==> src/rtl/tick_pkg.sv <==
package tick_pkg;
  localparam int REG_AW   = 2;
  localparam int FLAG_BIT = 16;

  typedef enum logic [REG_AW-1:0] {
    REG_CTRL    = 2'd0,
    REG_RELOAD  = 2'd1,
    REG_CURRENT = 2'd2,
    REG_SPARE   = 2'd3
  } reg_sel_e;

  // control fields, packed MSB first: [2]=full-rate clock, [1]=irq enable, [0]=run
  typedef struct packed {
    logic clk_full;
    logic irq_en;
    logic run;
  } ctrl_t;

  localparam int CTRL_W = $bits(ctrl_t);
endpackage

==> src/rtl/tick_prescale.sv <==
// Produces the count strobe: every cycle on the full-rate source,
// every second cycle on the halved source.
module tick_prescale (
  input  logic clk,
  input  logic rst_n,
  input  logic run,
  input  logic clk_full,
  output logic count_pulse
);
  logic half_phase_q;

  always_ff @(posedge clk or negedge rst_n) begin
    if (!rst_n) half_phase_q <= 1'b0;
    else        half_phase_q <= ~half_phase_q;
  end

  always_comb count_pulse = run && (clk_full || half_phase_q);
endmodule

==> src/rtl/tick_counter.sv <==
module tick_counter #(
  parameter int CNT_W = 24
) (
  input  logic             clk,
  input  logic             rst_n,
  input  logic             count_pulse,
  input  logic             cur_clr,
  input  logic [CNT_W-1:0] reload,
  output logic [CNT_W-1:0] cnt,
  output logic             tick_evt
);
  localparam logic [CNT_W-1:0] ONE = CNT_W'(1);

  function automatic logic [CNT_W-1:0] step_count(
    input logic [CNT_W-1:0] cur,
    input logic [CNT_W-1:0] rl
  );
    return (cur == '0) ? rl : cur - ONE;
  endfunction

  logic [CNT_W-1:0] cnt_q;

  always_ff @(posedge clk or negedge rst_n) begin
    if (!rst_n)           cnt_q <= '0;
    else if (cur_clr)     cnt_q <= '0;
    else if (count_pulse) cnt_q <= step_count(cnt_q, reload);
  end

  always_comb begin
    cnt      = cnt_q;
    tick_evt = count_pulse && !cur_clr && (cnt_q == ONE);
  end
endmodule

==> src/rtl/tick_regs.sv <==
module tick_regs
  import tick_pkg::*;
#(
  parameter int CNT_W  = 24,
  parameter int DATA_W = 32
) (
  input  logic              clk,
  input  logic              rst_n,
  input  logic              bus_sel,
  input  logic              bus_wr,
  input  logic [REG_AW-1:0] bus_addr,
  input  logic [DATA_W-1:0] bus_wdata,
  output logic [DATA_W-1:0] bus_rdata,
  input  logic [CNT_W-1:0]  cnt,
  input  logic              tick_evt,
  output ctrl_t             ctrl,
  output logic [CNT_W-1:0]  reload,
  output logic              cur_clr,
  output logic              flag
);
  ctrl_t            ctrl_q;
  logic [CNT_W-1:0] reload_q;
  logic             flag_q;
  logic             wr_ctrl, wr_reload, rd_ctrl;

  always_comb begin
    wr_ctrl   = bus_sel &&  bus_wr && (bus_addr == REG_CTRL);
    wr_reload = bus_sel &&  bus_wr && (bus_addr == REG_RELOAD);
    cur_clr   = bus_sel &&  bus_wr && (bus_addr == REG_CURRENT);
    rd_ctrl   = bus_sel && !bus_wr && (bus_addr == REG_CTRL);
  end

  always_ff @(posedge clk or negedge rst_n) begin
    if (!rst_n) begin
      ctrl_q   <= '0;
      reload_q <= '0;
    end else begin
      if (wr_ctrl)   ctrl_q   <= ctrl_t'(bus_wdata[CTRL_W-1:0]);
      if (wr_reload) reload_q <= bus_wdata[CNT_W-1:0];
    end
  end

  // clear by current write, set by tick (wins over read), clear by read
  always_ff @(posedge clk or negedge rst_n) begin
    if (!rst_n)        flag_q <= 1'b0;
    else if (cur_clr)  flag_q <= 1'b0;
    else if (tick_evt) flag_q <= 1'b1;
    else if (rd_ctrl)  flag_q <= 1'b0;
  end

  always_comb begin
    bus_rdata = '0;
    unique case (reg_sel_e'(bus_addr))
      REG_CTRL: begin
        bus_rdata[CTRL_W-1:0] = ctrl_q;
        bus_rdata[FLAG_BIT]   = flag_q;
      end
      REG_RELOAD:  bus_rdata[CNT_W-1:0] = reload_q;
      REG_CURRENT: bus_rdata[CNT_W-1:0] = cnt;
      default:     bus_rdata = '0;
    endcase
  end

  always_comb begin
    ctrl   = ctrl_q;
    reload = reload_q;
    flag   = flag_q;
  end
endmodule

==> src/rtl/core_tick_timer.sv <==
module core_tick_timer
  import tick_pkg::*;
#(
  parameter int CNT_W  = 24,
  parameter int DATA_W = 32
) (
  input  logic              clk,
  input  logic              rst_n,
  input  logic              bus_sel,
  input  logic              bus_wr,
  input  logic [1:0]        bus_addr,
  input  logic [DATA_W-1:0] bus_wdata,
  output logic [DATA_W-1:0] bus_rdata,
  output logic              tick_irq
);
  ctrl_t            ctrl_q;
  logic [CNT_W-1:0] reload_q;
  logic [CNT_W-1:0] cnt_q;
  logic             cur_clr;
  logic             flag_q;
  logic             count_pulse;
  logic             tick_evt;
  logic             irq_q;

  tick_regs #(.CNT_W(CNT_W), .DATA_W(DATA_W)) regs_i (
    .clk       (clk),
    .rst_n     (rst_n),
    .bus_sel   (bus_sel),
    .bus_wr    (bus_wr),
    .bus_addr  (bus_addr),
    .bus_wdata (bus_wdata),
    .bus_rdata (bus_rdata),
    .cnt       (cnt_q),
    .tick_evt  (tick_evt),
    .ctrl      (ctrl_q),
    .reload    (reload_q),
    .cur_clr   (cur_clr),
    .flag      (flag_q)
  );

  tick_prescale prescale_i (
    .clk         (clk),
    .rst_n       (rst_n),
    .run         (ctrl_q.run),
    .clk_full    (ctrl_q.clk_full),
    .count_pulse (count_pulse)
  );

  tick_counter #(.CNT_W(CNT_W)) counter_i (
    .clk         (clk),
    .rst_n       (rst_n),
    .count_pulse (count_pulse),
    .cur_clr     (cur_clr),
    .reload      (reload_q),
    .cnt         (cnt_q),
    .tick_evt    (tick_evt)
  );

  always_ff @(posedge clk or negedge rst_n) begin
    if (!rst_n) irq_q <= 1'b0;
    else        irq_q <= tick_evt && ctrl_q.irq_en;
  end

  always_comb tick_irq = irq_q;
endmodule

==> config.mk <==
export PLATFORM = sky130hd
export DESIGN_NAME = core_tick_timer
export DESIGN_NICKNAME = d
export VERILOG_FILES = /design/src/rtl/tick_pkg.sv /design/src/rtl/tick_prescale.sv /design/src/rtl/tick_counter.sv /design/src/rtl/tick_regs.sv /design/src/rtl/core_tick_timer.sv
export SDC_FILE = /design/constraint.sdc
export NUM_CORES = 1
export LEC_CHECK = 0
export CORE_MARGIN = 1.5
export CORE_UTILIZATION = 40
export DETAILED_ROUTE_END_ITERATION = 8
export HOLD_SLACK_MARGIN = 0.02
export PLACE_DENSITY = 0.72
export SLEW_MARGIN = 20
export SYNTH_ARGS = -nofsm -noshare
export SYNTH_HDL_FRONTEND = slang
export SYNTH_SLANG_ARGS = --single-unit
==> constraint.sdc <==
create_clock -name clk -period 3.4 [get_ports clk]
set_input_delay 1.02 -clock clk [delete_from_list [all_inputs] [get_ports clk]]
set_output_delay 1.02 -clock clk [all_outputs]
set_load 0.03 [all_outputs]
==> metrics.txt, run 1 <==
status=finished clean; Place WS=-0.185 ns; post-synthesis sequential area ratio=around 40%; final worst setup slack=approximately 0.12 ns; largest net degree at the start of global routing=34; die width=94.8 um; Lkg Pwr=1.79 nW; HPWL Detailed=6.41 mm; Clk Latency, worst-skew pair=roughly 0.31 ns; Min-Delay Path Class=reg2reg; # DRC=0; vias in the first global route=2888; CTS tree=yes; placed cell areas=slightly below 4000 sq um; Setup TNS=0 ns; drt initial violations=212; fin. max-slew vios=0; Hold Path Origin=prescale_i.half_phase_q$_DFF_PN0_; f_max=0.304 GHz; # rows=33; core area=8180 sq um; area delta synth->final=22.3%; worst-case vdd ir drop=0.365 mV; Avg Cell Area, Syn=9.77 sq um; Post-DRT Antenna Nets=0; post-synthesis cell count=345; Worst-Margin Slew=about 0.66 ns; Critical Path End Type=output pin; Setup Fix Bufs, Post-CTS=0; final wirelength=8.85 mm; first-pass GRT wire length=14.5 mm; Crit path arrival time=between 2 and 2.5 ns; maximum clock insertion buffer count=2; Total GRT Usage=20.8%; Slew HR=55.7%; CTS Buf Count=5; clock skew=0.00599 ns; cts hold-fix bufs=0; most frequent cells in the layout=dfrtp_1 (54), buf_4 (38), mux2_2 (28); FFs w/ async S/R, synth=100%; Crit Path Category=in2out; total grt overflow=0; Final Wtd Congestion=between 0.9 and 1; layout cell share with drive strength beyond 1=24.5%; Required @ worst endpoint=between 2 and 2.5 ns; WL/cell=17.5 um; Worst R2R Start=counter_i.cnt[0]$_DFFE_PN0P_; leading cell type in the layout, fill and taps excluded=dfrtp_1; buffers and inverters on the worst path=3; Yosys warnings=0; final net count=444; DR vias=~3000; CP max FO=7; Via density=5.86; CTS clk-pin slew, worst paths=0.10 ns; startpoint type of the worst setup path=input port; ys flop type=dfrtp_1; area of the mapped netlist=3370 sq um; initial antenna violation count=0; Die Y=94.8 um; io pins=71; fin crit share=96.6%; Tot Pwr=2.73 mW; min cycle time layout=3.28 ns; final setup fails=0; PD cells=661 nW/um^2; kind of cell adding the most delay to the critical path=buffers and inverters; flip-flop and latch count after synthesis=54; DR pass1 iterations=5; DIE AREA=8990 sq um; RSZ-0062 raised after global routing=no; Worst setup startpoint=bus_addr[0]; Port-buffer cells=54; CTS sink count=54; Inserted Diodes=0; slowest stage cell, crit path=a222oi_1; Max stage delay on crit path=0.40 ns; number of library cell types mapped by synthesis=59; CP Cell Sequence=dlygate4sd2_1, inv_2, ha_4, a222oi_1, nor2_1, buf_4; Final Hold Vio Count=0; maxcap violations=0; Design Area, Final=4130 sq um; Starting Density=around 41%; H-tree levels=2; number of synthesized flops with an enable pin=0; Root Driver=clkbuf_8
-- cells by family (layout without fill, tap and decap cells) --
logic type / after synthesis / count (layout) / share of synthesized area (%)
multiplexers: 34 / 34 / 11.1
other: 1 / 8 / 0.111
buffers and inverters: 41 / 89 / 6.68
XOR/XNOR: 2 / 2 / 0.520
AO/OA/AOI/OAI: 93 / 93 / 19.5
flip-flops: 54 / 54 / 40.1
adder cells (fa/ha/maj): 7 / 7 / 2.60
AND/OR/NAND/NOR: 113 / 113 / 19.4
-- through the flow --
step	instances	utilization [%]	hold WS, ns
floorplan	352	-	0.419
global placement	497	48.4	0.435
detailed placement	497	48.4	0.444
CTS	505	50.5	0.460
global route	505	50.5	0.493
finish	505	50.5	0.459
-- cell usage after synthesis, types with 2 or more instances --
cell / count / area [sq um]
a211oi_1: 3 / 22.5
a21o_1: 3 / 22.5
a21oi_1: 15 / 75.1
a221o_1: 2 / 20.0
a222oi_1: 4 / 40.0
a22oi_1: 20 / 150
a31oi_1: 2 / 12.5
a32o_1: 2 / 20.0
a32oi_1: 2 / 17.5
and3_1: 3 / 18.8
buf_4: 9 / 67.6
buf_6: 3 / 33.8
clkbuf_1: 16 / 60.1
dfrtp_1: 54 / 1350
ha_1: 7 / 87.6
inv_1: 10 / 37.5
mux2_2: 28 / 315
mux2i_1: 6 / 60.1
nand2_1: 15 / 56.3
nand3_1: 9 / 45.0
nand4_1: 6 / 37.5
nor2_1: 25 / 93.8
nor2b_1: 22 / 138
nor3_1: 9 / 45.0
nor4_1: 4 / 25.0
o21ai_0: 11 / 55.1
o22ai_1: 6 / 37.5
o31ai_1: 12 / 90.1
o41ai_1: 3 / 26.3
or2_2: 2 / 12.5
or3_1: 2 / 12.5
or4_1: 2 / 15.0
xor2_1: 2 / 17.5
-- flip-flops by register name, summed over array words and instances, names as in the netlist --
signal	cells
regs_i.ctrl	3
tick_irq	1
prescale_i.half_phase_q	1
regs_i.flag	1
regs_i.reload	24
counter_i.cnt	24
-- final timing paths --
kind,end,slack [ns],depth (start not counted)
min,prescale_i.half_phase_q$_DFF_PN0_,0.46,1
min in group asynchronous,regs_i.reload[12]$_DFFE_PN0P_,0.67,2
max reg2reg,counter_i.cnt[15]$_DFFE_PN0P_,0.71,7
max in group asynchronous,counter_i.cnt[23]$_DFFE_PN0P_,2.36,2
max,bus_rdata[16],0.12,6
min reg2reg,prescale_i.half_phase_q$_DFF_PN0_,0.46,1
-- per-layer routing --
layer / up-vias / wire length, um / global-route usage [%]
met4: 0 / 151 / 6.47
li1: 1383 / - / -
met3: 16 / 607 / 2.74
met2: 131 / 4260 / 34.4
met1: 1430 / 3830 / 28.1
met5: - / 0 / 0
-- what timing repair did --
item | CTS | global route
pin swaps | 1 | 1
gates resized for setup | 14 | 1
endpoints found under the setup margin | 24 | 2
-- layout make-up --
cell class | instances | area, sq um
fill | 774 | 4050
multi-input combinational | 257 | 1870
tap | 105 | 131
inverter | 10 | 37.5
timing repair buffer | 71 | 621
clock buffer | 5 | 68.8
clock inverter | 3 | 43.8
sequential | 54 | 1350
-- power by group --
group / internal, mW / switching [mW]
Clock: 0.221 / 0.220
Combinational: 0.508 / 0.707
Sequential: 0.817 / 0.253
Total: 1.55 / 1.18
-- worst register-to-register path, cell delays in order, from the launching register on --
cell and delay (ns):
dfrtp_1 0.47, inv_1 0.16, ha_1 0.16, nor3b_1 0.25
nor2b_1 0.49, and3_1 0.58, o31ai_1 0.17, a221o_1 0.31
No activity file was read; power rests on OpenSTA's default activity.
==> inputs of run 2 (changes only) <==
--- a/config.mk
+++ b/config.mk
@@ -10,6 +10,7 @@
 export DETAILED_ROUTE_END_ITERATION = 8
 export HOLD_SLACK_MARGIN = 0.02
 export PLACE_DENSITY = 0.72
+export RECOVER_POWER = 50
 export SLEW_MARGIN = 20
 export SYNTH_ARGS = -nofsm -noshare
 export SYNTH_HDL_FRONTEND = slang
==> run 2 against run 1 <==
Effect of this change:
- the flow now finishes with violations (capacitance limit, slew limit)
- via count fell by 2.0%
- register-to-register slack about the same
- routed wire length shrank 1.3%
- clock-buffer cell count did not move
==> metrics.txt, run 2 (synthesis results as in run 1) <==
status=finished, violations left; failing checks=capacitance limit, slew limit; Total GRT Usage=20.8%; final wirelength=slightly below 9 mm; drt initial violations=232; smallest hold slack=about 0.47 ns; power share of the clock group=between 15 and 20%; worst-case vdd ir drop=0.364 mV; most frequent cells in the layout=dfrtp_1 (54), buf_4 (34), mux2_2 (28); most frequent cell on the critical path=buf_4; final net count=444; fin. max-slew vios=34; Worst-Margin Slew=1.76 ns; startpoint type of the worst setup path=input port; WL/cell=17.3 um; # rows=33; Critical Path End Type=output pin; min cycle time layout=3.29 ns; DR pass1 iterations=4; Via density=5.74; Final Wtd Congestion=0.921; cells on worst reg2reg path=7; CTS Buf Count=5; first-pass GRT wire length=14.5 mm; combinational share of power=44.5%; r2r endpoint=counter_i.cnt[15]$_DFFE_PN0P_; fin cells=505; maximum clock insertion buffer count=2; final setup fails=0; kind of cell adding the most delay to the critical path=buffers and inverters; Place WS=-0.185 ns; Die Y=94.8 um; final worst setup slack=0.107 ns; Worst setup startpoint=bus_addr[1]; hold depth=1; area delta synth->final=22.0%; initial antenna violation count=0; HPWL Detailed=6.41 mm; CP max FO=8; CTS sink count=54; CP Cell Sequence=dlygate4sd2_1, inv_1, ha_4, buf_4, a22oi_1, nor2b_1, buf_4; core area=slightly above 8000 sq um; vias in the first global route=2888; # DRC=0; leading cell type in the layout, fill and taps excluded=dfrtp_1; Setup Fix Bufs, Post-CTS=0; fin crit share=a little over nine tenths; io pins=between 70 and 80; Crit path arrival time=2.27 ns; Max stage delay on crit path=between 0.2 and 0.3 ns; Min-Delay Path Class=reg2reg; layout cell share with drive strength beyond 1=23.3%; switching fraction of total power=43.3%; Hold EP=prescale_i.half_phase_q$_DFF_PN0_; CTS tree=yes; Lkg Pwr=approximately 1.8 nW; Crit Path Category=in2out; Root Driver=clkbuf_8; slowest stage cell, crit path=dlygate4sd2_1; f_max=just over 0.3 GHz; RSZ-0062 raised after global routing=no; Hold Path Origin=prescale_i.half_phase_q$_DFF_PN0_; Placed Instances=around 500; largest net degree at the start of global routing=34; Starting Density=between 40% and 50%; Port-buffer cells=54; PD cells=roughly 660 nW/um^2; DIE AREA=8990 sq um; Inserted Diodes=0; Post-DRT Antenna Nets=0; H-tree levels=2; P_int=~1.5 mW; Final Hold Vio Count=0; P_sw=1.18 mW; clock skew=0.00584 ns; Required @ worst endpoint=2.38 ns; setup slack, reg-to-reg=approximately 0.7 ns; fill cell count=781; DR vias=2901; buffers and inverters on the worst path=4; Setup TNS=0 ns; Clk Latency, worst-skew pair=between 0.3 and 0.4 ns; Tot Pwr=2.72 mW; sequential share of power=39.3%; total grt overflow=0; die width=94.8 um; CTS clk-pin slew, worst paths=0.10 ns; Worst R2R Start=counter_i.cnt[0]$_DFFE_PN0P_; Slew HR=-17.6%; maxcap violations=1
-- run 2: changes by cell type in the layout (fill, tap and decap cells not counted) --
cell,change
inv_1,+1
buf_4,-4
buf_2,-1
clkbuf_1,+4
clkbuf_4,+1
inv_2,-1
-- run 2: cell type report --
class	instances	area (sq um)	share of cell area, %
inverter	10	37.5	0.913
clock inverter	3	43.8	1.06
clock buffer	5	68.8	1.67
multi-input combinational	257	1870	45.5
sequential	54	1350	32.9
tap	105	131	3.19
timing repair buffer	71	608	14.8
-- run 2: worst max path at each step --
stage | depth (start not counted) | slack (ns) | endpoint
finish | 7 | 0.11 | bus_rdata[5]
floorplan | 6 | 0.06 | bus_rdata[11]
global placement | 7 | -0.17 | bus_rdata[17]
CTS | 6 | 0.08 | bus_rdata[16]
global route | 6 | 0.01 | bus_rdata[16]
detailed placement | 7 | -0.18 | bus_rdata[14]
-- run 2: metrics by stage --
| step | instance area [sq um] | utilization (%) |
|---|---|---|
| 4_1_cts | 4130 | 50.5 |
| 5_1_grt | 4110 | 50.3 |
| 3_3_place_gp | 3960 | 48.4 |
| 3_5_place_dp | 3960 | 48.4 |
| 2_1_floorplan | 3400 | - |
| 6_report | 4110 | 50.3 |
-- run 2: repair_timing --
item / CTS / global route
hold buffers: 0 / 0
gates resized for setup: 14 / 1
pin swaps: 1 / 1
setup endpoints to repair: 24 / 2
-- run 2: power groups by stage --
stage	logic (mW)	registers, mW	clock network, mW
finish	1.21	1.07	0.443
detailed placement	1.18	1.07	0
CTS	1.20	1.06	0.450
global placement	1.16	1.06	0
floorplan	0.989	0.960	0
global route	1.32	1.10	0.481
-- run 2: layer usage --
metal / up-vias / global-route usage [%] / wire (um)
li1: 1380 / - / -
met1: 1412 / 28.1 / 3810
met2: 101 / 34.4 / 4240
met3: 8 / 2.74 / 601
met4: 0 / 6.47 / 91
met5: - / 0 / 0
